==> config.mk <==
export PLATFORM = sky130hd
export DESIGN_NAME = fwd_unit
export DESIGN_NICKNAME = d
export VERILOG_FILES = /design/src/rtl/fwd_pkg.sv /design/src/rtl/fwd_match.sv /design/src/rtl/fwd_pick.sv /design/src/rtl/fwd_unit.sv
export SDC_FILE = /design/constraint.sdc
export NUM_CORES = 1
export LEC_CHECK = 0
export CORE_AREA = 2 2 195 197
export DETAILED_ROUTE_END_ITERATION = 10
export DIE_AREA = 0 0 197 199
export DONT_BUFFER_PORTS = 1
export PLACE_DENSITY = 0.33
export SLEW_MARGIN = 20
export SYNTH_ARGS = -nofsm -noshare
export SYNTH_HDL_FRONTEND = slang
export SYNTH_SLANG_ARGS = --single-unit
==> constraint.sdc <==
create_clock -name vclk -period 3.6
set_clock_uncertainty 0.1 [all_clocks]
set_input_delay 0.36 -clock vclk [all_inputs]
set_output_delay 0.36 -clock vclk [all_outputs]
set_load 0.005 [all_outputs]
==> src/rtl/fwd_pkg.sv <==
package fwd_pkg;
  // Back-end stage slots; the first NBYP have a possible forwarding path
  localparam int NSTG = 9;
  localparam int NBYP = 7;
  localparam int S_DWB = 0;
  localparam int S_D2  = 1;
  localparam int S_MWB = 2;
  localparam int S_M2  = 3;
  localparam int S_XWB = 4;
  localparam int S_X2  = 5;
  localparam int S_X1  = 6;
  localparam int S_M1  = 7;
  localparam int S_D1  = 8;
  // Youngest first: first-stage tier, second-stage tier, writeback tier
  localparam int YOUNG_ORDER [NSTG] = '{S_X1, S_M1, S_D1,
                                        S_X2, S_M2, S_D2,
                                        S_XWB, S_MWB, S_DWB};
endpackage

==> src/rtl/fwd_match.sv <==
module fwd_match
  import fwd_pkg::*;
#(
  parameter int RW = 5
) (
  input  logic [RW-1:0]            src,
  input  logic [NSTG-1:0]          st_valid,
  input  logic [NSTG-1:0][RW-1:0]  st_dest,
  output logic [NSTG-1:0]          hit
);
  logic src_live;
  assign src_live = (src != '0);

  for (genvar s = 0; s < NSTG; s++) begin : g_cmp
    assign hit[s] = src_live && st_valid[s] && (st_dest[s] == src);
  end
endmodule

==> src/rtl/fwd_pick.sv <==
module fwd_pick
  import fwd_pkg::*;
#(
  parameter int DW = 32
) (
  input  logic [NSTG-1:0]          hit,
  input  logic [NBYP-1:0]          mask,
  input  logic [NSTG-1:0][DW-1:0]  st_data,
  input  logic [DW-1:0]            rf_data,
  output logic [DW-1:0]            opnd,
  output logic                     stall
);
  localparam int NLATE = NSTG - NBYP;

  // Slots past NBYP never hold a finished result
  logic [NSTG-1:0] fwd_ok;
  assign fwd_ok = {{NLATE{1'b0}}, mask};

  logic found;
  always_comb begin
    found = 1'b0;
    stall = 1'b0;
    opnd  = rf_data;
    for (int k = 0; k < NSTG; k++) begin
      if (!found && hit[YOUNG_ORDER[k]]) begin
        found = 1'b1;
        if (fwd_ok[YOUNG_ORDER[k]]) opnd  = st_data[YOUNG_ORDER[k]];
        else                        stall = 1'b1;
      end
    end
  end
endmodule

==> src/rtl/fwd_unit.sv <==
module fwd_unit
  import fwd_pkg::*;
#(
  parameter int DW = 32,
  parameter int RW = 5
) (
  input  logic [NBYP-1:0]          cfg_a,
  input  logic [NBYP-1:0]          cfg_b,
  input  logic [NSTG-1:0]          st_valid,
  input  logic [NSTG-1:0][RW-1:0]  st_dest,
  input  logic [NSTG-1:0][DW-1:0]  st_data,
  input  logic                     cons_valid,
  input  logic [RW-1:0]            src_a,
  input  logic [RW-1:0]            src_b,
  input  logic [DW-1:0]            rf_a,
  input  logic [DW-1:0]            rf_b,
  output logic                     cons_ready,
  output logic                     issue_valid,
  output logic [DW-1:0]            opnd_a,
  output logic [DW-1:0]            opnd_b
);
  localparam int NOPS = 2;

  logic [NOPS-1:0][RW-1:0]   srcs;
  logic [NOPS-1:0][NBYP-1:0] masks;
  logic [NOPS-1:0][DW-1:0]   rfs;
  logic [NOPS-1:0][DW-1:0]   outs;
  logic [NOPS-1:0][NSTG-1:0] hits;
  logic [NOPS-1:0]           stalls;

  assign srcs  = {src_b, src_a};
  assign masks = {cfg_b, cfg_a};
  assign rfs   = {rf_b, rf_a};

  for (genvar o = 0; o < NOPS; o++) begin : g_op
    fwd_match #(.RW(RW)) u_match (
      .src      (srcs[o]),
      .st_valid (st_valid),
      .st_dest  (st_dest),
      .hit      (hits[o])
    );
    fwd_pick #(.DW(DW)) u_pick (
      .hit     (hits[o]),
      .mask    (masks[o]),
      .st_data (st_data),
      .rf_data (rfs[o]),
      .opnd    (outs[o]),
      .stall   (stalls[o])
    );
  end

  assign opnd_a      = outs[0];
  assign opnd_b      = outs[1];
  assign cons_ready  = ~|stalls;
  assign issue_valid = cons_valid & cons_ready;
endmodule

==> metrics.log, run 1 <==
INFO  metric seq_cells = 0
INFO  metric crit_path_max_fanout = 32
INFO  metric totalWireLength = 39600 um
INFO  metric min-delay-start = st_data[115]
INFO  metric syn_inst = 816
INFO  metric avgSynthCellArea = 7.32 sq um
INFO  metric design.die.area = 39200 sq um
INFO  metric antenna_found_initial = 3
INFO  metric timing.max_cap.violations = 0
INFO  metric ir_worst_vdd = 0.0000337 V
INFO  metric timing.slew.headroom = 0.448
INFO  metric synth.yosys.seq_area_share = 0
INFO  metric cp-start-kind = input port
INFO  metric drv_slew = 0
INFO  metric drt.antenna.violating_nets = 0
INFO  metric critPathMaxStageDelay = 0.60 ns
INFO  metric slowest_stage_cell_crit_path = sky130_fd_sc_hd__or4_2
INFO  metric critical_path.endpoint_type = output pin
INFO  metric io_buffers = 0
INFO  metric final_cell_count_without_fillers = 1245
INFO  metric die_x = 197 um
INFO  metric totalNegativeSetupSlack = 0 ns
INFO  metric remaining_drc_errors = 0
INFO  metric rsz0062_at_grt = no
INFO  metric gp_congestion = 0.863
INFO  metric final.clkbuf_count = 0
INFO  metric layout-drive-gt1-share = 0.154
INFO  metric place_hpwl = 30600 um
INFO  metric core_area = 37100 sq um
INFO  metric initialDrtViolationCount = 457
INFO  metric seqCellArea = 0 sq um
INFO  metric synth_largest_area_cell = sky130_fd_sc_hd__mux2i_1
INFO  metric grt_first_pass_wirelength = 53000 um
INFO  metric layout.filler_cells = 4284
INFO  metric post_cts_resized = 0
INFO  metric start_util = 0.161
INFO  metric die_h = 199 um
INFO  metric layout.nets = 1204
INFO  metric synth_fp_nets = 1247
INFO  metric grt_overflow = 0
INFO  metric outcome = complete, no violations
INFO  metric mostFrequentLayoutCell = sky130_fd_sc_hd__nand3_1
INFO  metric cp_num_buf_inv = 1
INFO  metric flow.area_growth_from_synthesis = 8.66%
INFO  metric via_count_of_the_first_global_routing_pass = 7149
INFO  metric post-place-cells = 1245
INFO  metric p_leak = 2.20 nW
INFO  metric worst_slew_pin_slew = 0.822 ns
INFO  metric grtUsageTotal = 0.186
INFO  metric cts_hold_buf = 0
INFO  metric syn_area = 5970 sq um
INFO  metric synth.top_cells.by_area = sky130_fd_sc_hd__mux2i_1 (11%), sky130_fd_sc_hd__o2111ai_2 (7.5%), sky130_fd_sc_hd__xor2_1 (7.0%)
INFO  metric core_utilization_of_the_finished_layout = 0.175
INFO  metric synth_cell_type_count = 62
INFO  metric drt-wirelength-per-cell = 31.8 um
INFO  metric num_rows = 71
INFO  metric cts_setup_buffers = 0
INFO  metric critPathArrivalTime = 2.81 ns
INFO  metric vias_per_cell = 5.71
INFO  metric yosys_warnings = 0
INFO  metric firstDrtPassIters = 7
INFO  metric critical_path_required = 3.14 ns
INFO  metric worstHoldPathType = in2out
INFO  metric setup_viol = 0
INFO  metric finalCriticalPeriod = 3.27 ns
INFO  metric fmaxAchievable = 305 MHz
INFO  metric post-synth-top-area-fraction = 0.109
INFO  metric detailroute.via_count = 7111
INFO  metric criticalPathCategory = in2out
INFO  metric holdPathEnd = opnd_b[19]
INFO  metric critical_path.cell_chain = or4_4 -> nor2_4 -> nor4_2 -> a31o_1 -> or4_2 -> buf_12 -> o2111ai_1 -> o211a_1
INFO  metric powerDensity = 84.3 nW/um^2
INFO  metric final_cell_mix = sky130_fd_sc_hd__nand3_1 (69), sky130_fd_sc_hd__mux2i_1 (65), sky130_fd_sc_hd__o22ai_1 (64)
INFO  metric grt_start_max_net_pins = 41
INFO  metric antennaDiodeCount = 0
INFO  metric pin_count = 497
INFO  metric worst_hold_stages = 2
INFO  metric share_of_the_cycle_needed_by_the_critical_path_after_routing = 0.910
INFO  metric critPathTopFamily = simple AND/OR/NAND/NOR gates
INFO  metric final_hold_viol_count = 0
-- how the worst max path moves through the flow --
stage              from         end  slack [ns]  depth (start not counted)
6_report       src_a[0]   opnd_a[0]        0.33                          8
2_1_floorplan  src_a[0]  opnd_a[10]        0.71                         10
4_1_cts        src_b[1]  opnd_b[11]        0.28                          9
3_3_place_gp   src_b[1]  opnd_b[11]        0.30                          9
3_5_place_dp   src_b[1]  opnd_b[11]        0.28                          9
5_1_grt        src_b[1]  opnd_b[11]        0.14                          9
-- cells by family after synthesis --
kind of cell,count (synthesis),synth area share
simple gates,182,0.168
mux,66,0.111
buf+inv,135,0.138
compound gates,343,0.451
xor+xnor,90,0.132
-- final cells by class --
class                      count  area [sq um]  share of cell area
tap                          474           593              0.0914
multi-input combinational    681          5220               0.804
inverter                      40           150              0.0231
timing repair buffer          50           526              0.0810
-- metal layers --
layer	vias up	track usage	wire, um
li1	3141	-	-
met1	3484	0.225	15300
met2	442	0.317	18800
met3	40	0.0715	4630
met4	4	0.0329	804
met5	-	0	22
-- cell usage after synthesis (23+ instances only) --
master	n
sky130_fd_sc_hd__a21oi_1	33
sky130_fd_sc_hd__a2bb2oi_1	32
sky130_fd_sc_hd__a31oi_1	33
sky130_fd_sc_hd__buf_2	23
sky130_fd_sc_hd__clkbuf_1	34
sky130_fd_sc_hd__inv_1	40
sky130_fd_sc_hd__mux2i_1	65
sky130_fd_sc_hd__nand2_1	40
sky130_fd_sc_hd__nand3_1	73
sky130_fd_sc_hd__o2111ai_2	30
sky130_fd_sc_hd__o211a_1	33
sky130_fd_sc_hd__o211ai_1	33
sky130_fd_sc_hd__o21ai_0	34
sky130_fd_sc_hd__o22ai_1	64
sky130_fd_sc_hd__o32ai_1	32
sky130_fd_sc_hd__xnor2_1	42
sky130_fd_sc_hd__xor2_1	48
-- report_power, final --
part           total [W]  switching, W  internal [W]  leakage [nW]
logic           0.000547      0.000304      0.000242          2.20
registers              0             0             0             0
clock network          0             0             0             0
total           0.000547      0.000304      0.000242          2.20
-- per-stage QoR --
step	power, W	hold WS (ns)	setup WS (ns)	area [sq um]
CTS	0.000548	0.758	0.276	6490
global route	0.000586	0.765	0.142	6490
detailed placement	0.000546	0.758	0.278	6490
global placement	0.000548	0.756	0.295	6490
floorplan	0.000415	0.694	0.709	5970
finish	0.000547	0.754	0.326	6490
(Power assumes the default switching activity.)
==> inputs of run 2 (changes only) <==
- CAP_MARGIN: not set -> 20
- CORE_AREA: 2 2 195 197 -> 2 2 193 195
- DIE_AREA: 0 0 197 199 -> 0 0 195 197
- PLACE_DENSITY: 0.33 -> 0.4
==> run 2 against run 1 <==
  * Final cell count is essentially flat
  * Final area grew 0.35%
  * Combinational power grew 1%
  * Non-clock buffer count grew 5
  * Sequential cell count is the same
  * Total power grew 1.4%
  * Worst hold slack lost 0.0015 ns
  * Global-route usage grew 0.79 points
  * Fmax shrank 0.80%
  * Routed wire length grew 1.5%
  * Critical path type unchanged
  * Largest power group unchanged
  * Highest routed layer is now met4
==> metrics.log, run 2 (synthesized netlist as in run 1, its figures left out) <==
INFO  metric timing.slew.headroom = 0.399
INFO  metric met2WireLength = 19300 um
INFO  metric worst_slew_pin_slew = 0.901 ns
INFO  metric critical_path.cell_chain = or4_4 -> o211a_1 -> and2_2 -> nor4b_2 -> nand3_2 -> buf_4 -> o22ai_1 -> a31oi_1 -> buf_4
INFO  metric drv_slew = 0
INFO  metric crit_path_max_fanout = 20
INFO  metric drt-wirelength-per-cell = 32.2 um
INFO  metric place_hpwl = 31100 um
INFO  metric vias_per_cell = 5.84
INFO  metric worstHoldPathType = in2out
INFO  metric via_count_of_the_first_global_routing_pass = 7386
INFO  metric seqCellArea = 0 sq um
INFO  metric slowest_stage_cell_crit_path = sky130_fd_sc_hd__or4_4
INFO  metric grtUsageTotal = 0.194
INFO  metric powerDensity = 85.2 nW/um^2
INFO  metric layout-drive-gt1-share = 0.160
INFO  metric layout.nets = 1209
INFO  metric gp_congestion = 0.890
INFO  metric pin_count = 497
INFO  metric cts_setup_buffers = 0
INFO  metric grt_start_max_net_pins = 34
INFO  metric top_layer = met4
INFO  metric post_cts_resized = 0
INFO  metric critPathTopFamily = simple AND/OR/NAND/NOR gates
INFO  metric mostFrequentLayoutCell = sky130_fd_sc_hd__nand3_1
INFO  metric num_rows = 70
INFO  metric grt_first_pass_wirelength = 54800 um
INFO  metric remaining_drc_errors = 0
INFO  metric outcome = complete, no violations
INFO  metric combPwrFrac = 1.000
INFO  metric final_cell_mix = sky130_fd_sc_hd__nand3_1 (69), sky130_fd_sc_hd__mux2i_1 (65), sky130_fd_sc_hd__o22ai_1 (64)
INFO  metric sequentialPowerShare = 0
INFO  metric cellInternalPower = 0.000245 W
INFO  metric layout.filler_cells = 4143
INFO  metric final_hold_viol_count = 0
INFO  metric final.clkbuf_count = 0
INFO  metric fmaxAchievable = 303 MHz
INFO  metric critical_path.most_common_cell = sky130_fd_sc_hd__buf_4
INFO  metric design.die.area = 38400 sq um
INFO  metric firstDrtPassIters = 5
INFO  metric criticalPathCategory = in2out
INFO  metric finalCriticalPeriod = 3.30 ns
INFO  metric wirelength_met1 = 15700 um
INFO  metric antenna_found_initial = 1
INFO  metric cts_hold_buf = 0
INFO  metric critPathArrivalTime = 2.84 ns
INFO  metric setup_viol = 0
INFO  metric dr_wl_met3 = 4420 um
INFO  metric initialDrtViolationCount = 679
INFO  metric cp_num_buf_inv = 2
INFO  metric rsz0062_at_grt = no
INFO  metric core_area = 36300 sq um
INFO  metric cp-start-kind = input port
INFO  metric timing.max_cap.violations = 0
INFO  metric grt_overflow = 0
INFO  metric die_h = 197 um
INFO  metric io_buffers = 0
INFO  metric start_util = 0.165
INFO  metric critPathMaxStageDelay = 0.53 ns
INFO  metric seq_cells = 0
INFO  metric detailroute.via_count = 7281
INFO  metric clkPwrFrac = 0
INFO  metric p_switching = 0.000310 W
INFO  metric flow.area_growth_from_synthesis = 9.03%
INFO  metric drt.antenna.violating_nets = 0
INFO  metric p_leak = 2.23 nW
INFO  metric die_x = 195 um
INFO  metric critical_path.endpoint_type = output pin
INFO  metric switching_share = 0.559
INFO  metric totalWireLength = 40100 um
INFO  metric totalNegativeSetupSlack = 0 ns
INFO  metric share_of_the_cycle_needed_by_the_critical_path_after_routing = 0.917
INFO  metric report.power.total = 0.000554 W
INFO  metric critical_path_required = 3.14 ns
INFO  metric ir_worst_vdd = 0.0000376 V
[run 2: cell types whose count changed in the layout (fill, tap and decap cells not counted), sizes merged]
cell,previous run,this run
diode,0,2
buf,50,55
[run 2: final timing paths]
check,from,endpoint,cells after the start,slack [ns]
max,src_b[1],opnd_b[2],9,0.30
min,st_data[113],opnd_b[17],2,0.75
[run 2: per-layer routing]
layer | track usage | vias up
li1 | - | 3153
met1 | 0.237 | 3543
met2 | 0.337 | 535
met3 | 0.0640 | 50
met4 | 0.0314 | 0
met5 | 0 | -
[run 2: final cells by class]
cell class | instances | area [sq um] | share of cell area
timing repair buffer | 55 | 551 | 0.0846
antenna | 2 | 5.00 | 0.000769
inverter | 40 | 150 | 0.0231
multi-input combinational | 681 | 5220 | 0.802
tap | 468 | 586 | 0.0900
[run 2: metrics by stage]
stage / util / instances / hold slack (ns) / cell area, sq um / setup slack [ns]
2_1_floorplan: - / 816 / 0.694 / 5970 / 0.709
3_3_place_gp: 0.179 / 1244 / 0.752 / 6500 / 0.271
3_5_place_dp: 0.179 / 1244 / 0.753 / 6500 / 0.283
4_1_cts: 0.179 / 1244 / 0.753 / 6500 / 0.280
5_1_grt: 0.179 / 1244 / 0.770 / 6500 / 0.141
6_report: 0.180 / 1246 / 0.752 / 6510 / 0.300
[run 2: power by group through the flow]
stage	logic (W)	clock network, W	registers (W)
2_1_floorplan	0.000415	0	0
3_3_place_gp	0.000550	0	0
3_5_place_dp	0.000550	0	0
4_1_cts	0.000552	0	0
5_1_grt	0.000592	0	0
6_report	0.000554	0.0000000000747	0
==> inputs of run 3 (changes only) <==
- CORE_AREA: 2 2 193 195 -> 2 2 192 194
- DIE_AREA: 0 0 195 197 -> 0 0 194 196
- PLACE_DENSITY: 0.4 -> 0.41
- SLEW_MARGIN: 20 -> not set
- clock period: 3.6 -> 3.03 ns (I/O delays scaled with it)
==> run 3 against run 2 <==
  * Core utilization up 1.9 points
  * First-iteration DRC count down 4.3%
  * Sequential cell count unchanged
  * Routed wire length down 1.9%
  * Sequential share of layout area unchanged
  * Global-route usage down 0.38 points
  * Worst hold slack worse by 0.12 ns
  * Final cell count up 3.6%
  * Count of clock-buffer cells in the layout unchanged
==> metrics.log, run 3 (synthesized netlist as in run 1, its figures left out) <==
INFO  metric drt-wirelength-per-cell = 30.5 um
INFO  metric finalCriticalPeriod = 2.96 ns
INFO  metric finalWorstSetupSlack = 0.0659 ns
INFO  metric core_area = 36100 sq um
INFO  metric final_cell_mix = sky130_fd_sc_hd__buf_4 (76), sky130_fd_sc_hd__nand3_1 (69), sky130_fd_sc_hd__mux2i_1 (65)
INFO  metric worstHoldPathType = in2out
INFO  metric holdPathEnd = opnd_b[1]
INFO  metric grt_start_max_net_pins = 65
INFO  metric timing.max_cap.violations = 0
INFO  metric ir_worst_vdd = 0.0000511 V
INFO  metric crit_path_max_fanout = 16
INFO  metric pin_count = 497
INFO  metric drv_slew = 0
INFO  metric layout-drive-gt1-share = 0.224
INFO  metric remaining_drc_errors = 0
INFO  metric p_leak = 2.56 nW
INFO  metric min-delay-start = st_data[97]
INFO  metric io_buffers = 0
INFO  metric via_count_of_the_first_global_routing_pass = 7372
INFO  metric grtUsageTotal = 0.190
INFO  metric cp-start-kind = input port
INFO  metric vias_per_cell = 5.77
INFO  metric worst_slew_pin_slew = 0.572 ns
INFO  metric fmaxAchievable = 337 MHz
INFO  metric seq_cells = 0
INFO  metric place_hpwl = 31200 um
INFO  metric mostFrequentLayoutCell = sky130_fd_sc_hd__buf_4
INFO  metric criticalPathCategory = in2out
INFO  metric grt_first_pass_wirelength = 53800 um
INFO  metric critical_path.endpoint_type = output pin
INFO  metric outcome = complete, no violations
INFO  metric pre_cts_slack = -0.235 ns
INFO  metric final.clkbuf_count = 0
INFO  metric layout.nets = 1256
INFO  metric detailroute.via_count = 7453
INFO  metric flow.area_growth_from_synthesis = 19.8%
INFO  metric antennaDiodeCount = 0
INFO  metric drt.antenna.violating_nets = 0
INFO  metric report.power.total = 0.000718 W
INFO  metric die_h = 196 um
INFO  metric rsz0062_at_grt = no
INFO  metric firstDrtPassIters = 6
INFO  metric post-place-cells = 1290
INFO  metric share_of_the_cycle_needed_by_the_critical_path_after_routing = 0.978
INFO  metric critPathArrivalTime = 2.56 ns
INFO  metric start_util = 0.165
INFO  metric final_hold_viol_count = 0
INFO  metric layout.filler_cells = 4044
INFO  metric design.die.area = 38000 sq um
INFO  metric seqCellArea = 0 sq um
INFO  metric cts_hold_buf = 0
INFO  metric num_rows = 70
INFO  metric critical_path_required = 2.63 ns
INFO  metric die_x = 194 um
INFO  metric gp_congestion = 0.935
INFO  metric final_cell_count_without_fillers = 1291
INFO  metric antenna_found_initial = 0
INFO  metric worst_hold_stages = 2
INFO  metric initialDrtViolationCount = 650
INFO  metric timing.slew.headroom = 0.617
INFO  metric setup_viol = 0
INFO  metric totalWireLength = 39400 um
INFO  metric powerDensity = 100 nW/um^2
INFO  metric grt_overflow = 0
[run 3: cell types whose count changed in the layout (fill, tap and decap cells not counted), moves of 3 or more]
cell	previous run	this run
sky130_fd_sc_hd__buf_4	44	76
sky130_fd_sc_hd__buf_12	11	25
sky130_fd_sc_hd__a31oi_1	33	30
sky130_fd_sc_hd__a31oi_2	0	3
sky130_fd_sc_hd__o22ai_1	64	61
sky130_fd_sc_hd__o22ai_2	0	3
[run 3: worst max-delay path: stages]
cell,delay [ns]
sky130_fd_sc_hd__or4_4,0.56
sky130_fd_sc_hd__or2_4,0.25
sky130_fd_sc_hd__buf_4,0.14
sky130_fd_sc_hd__nand3_1,0.07
sky130_fd_sc_hd__buf_4,0.13
sky130_fd_sc_hd__nor2_4,0.04
sky130_fd_sc_hd__o21a_2,0.29
sky130_fd_sc_hd__buf_12,0.19
sky130_fd_sc_hd__o2111ai_4,0.29
sky130_fd_sc_hd__o211a_1,0.26
[run 3: layout make-up]
cell class	instances	area (sq um)	area share
inverter	40	150	0.0210
multi-input combinational	681	5340	0.746
tap	468	586	0.0818
timing repair buffer	102	1080	0.151
[run 3: how the worst max path moves through the flow]
| stage | startpoint | endpoint | cells past startpoint |
|---|---|---|---|
| after floorplan | src_a[0] | opnd_a[10] | 10 |
| after global placement | src_b[1] | opnd_b[12] | 9 |
| after detailed placement | src_b[1] | opnd_b[12] | 9 |
| after CTS | src_b[1] | opnd_b[2] | 10 |
| after global routing | src_b[1] | opnd_b[30] | 11 |
| final | src_a[0] | opnd_a[14] | 10 |
[run 3: report_power, final]
group | switching [W] | internal [W]
logic | 0.000382 | 0.000336
clock network | 0 | 0
registers | 0 | 0
total | 0.000382 | 0.000336
[run 3: layer usage]
metal  GRT usage  wire (um)  vias to the layer above
li1            -          -                     3249
met1       0.237      15500                     3582
met2       0.327      18800                      549
met3      0.0531       4130                       73
met4      0.0384        941                        0
met5           0          0                        -
[run 3: what timing repair did]
action,4_1_cts,5_1_grt
hold endpoints to repair,0,0
setup endpoints to repair,21,50
resized for setup,12,12
buffers inserted,1,0
pin swaps,6,2
[run 3: metrics by stage]
stage / utilization / TNS (ns) / hold WS, ns / instance area, sq um
after CTS: 0.197 / 0 / 0.639 / 7100
after global routing: 0.198 / 0 / 0.649 / 7150
final: 0.198 / 0 / 0.637 / 7150
after detailed placement: 0.195 / -0.635 / 0.640 / 7020
after floorplan: - / 0 / 0.580 / 5970
after global placement: 0.195 / -0.914 / 0.638 / 7020
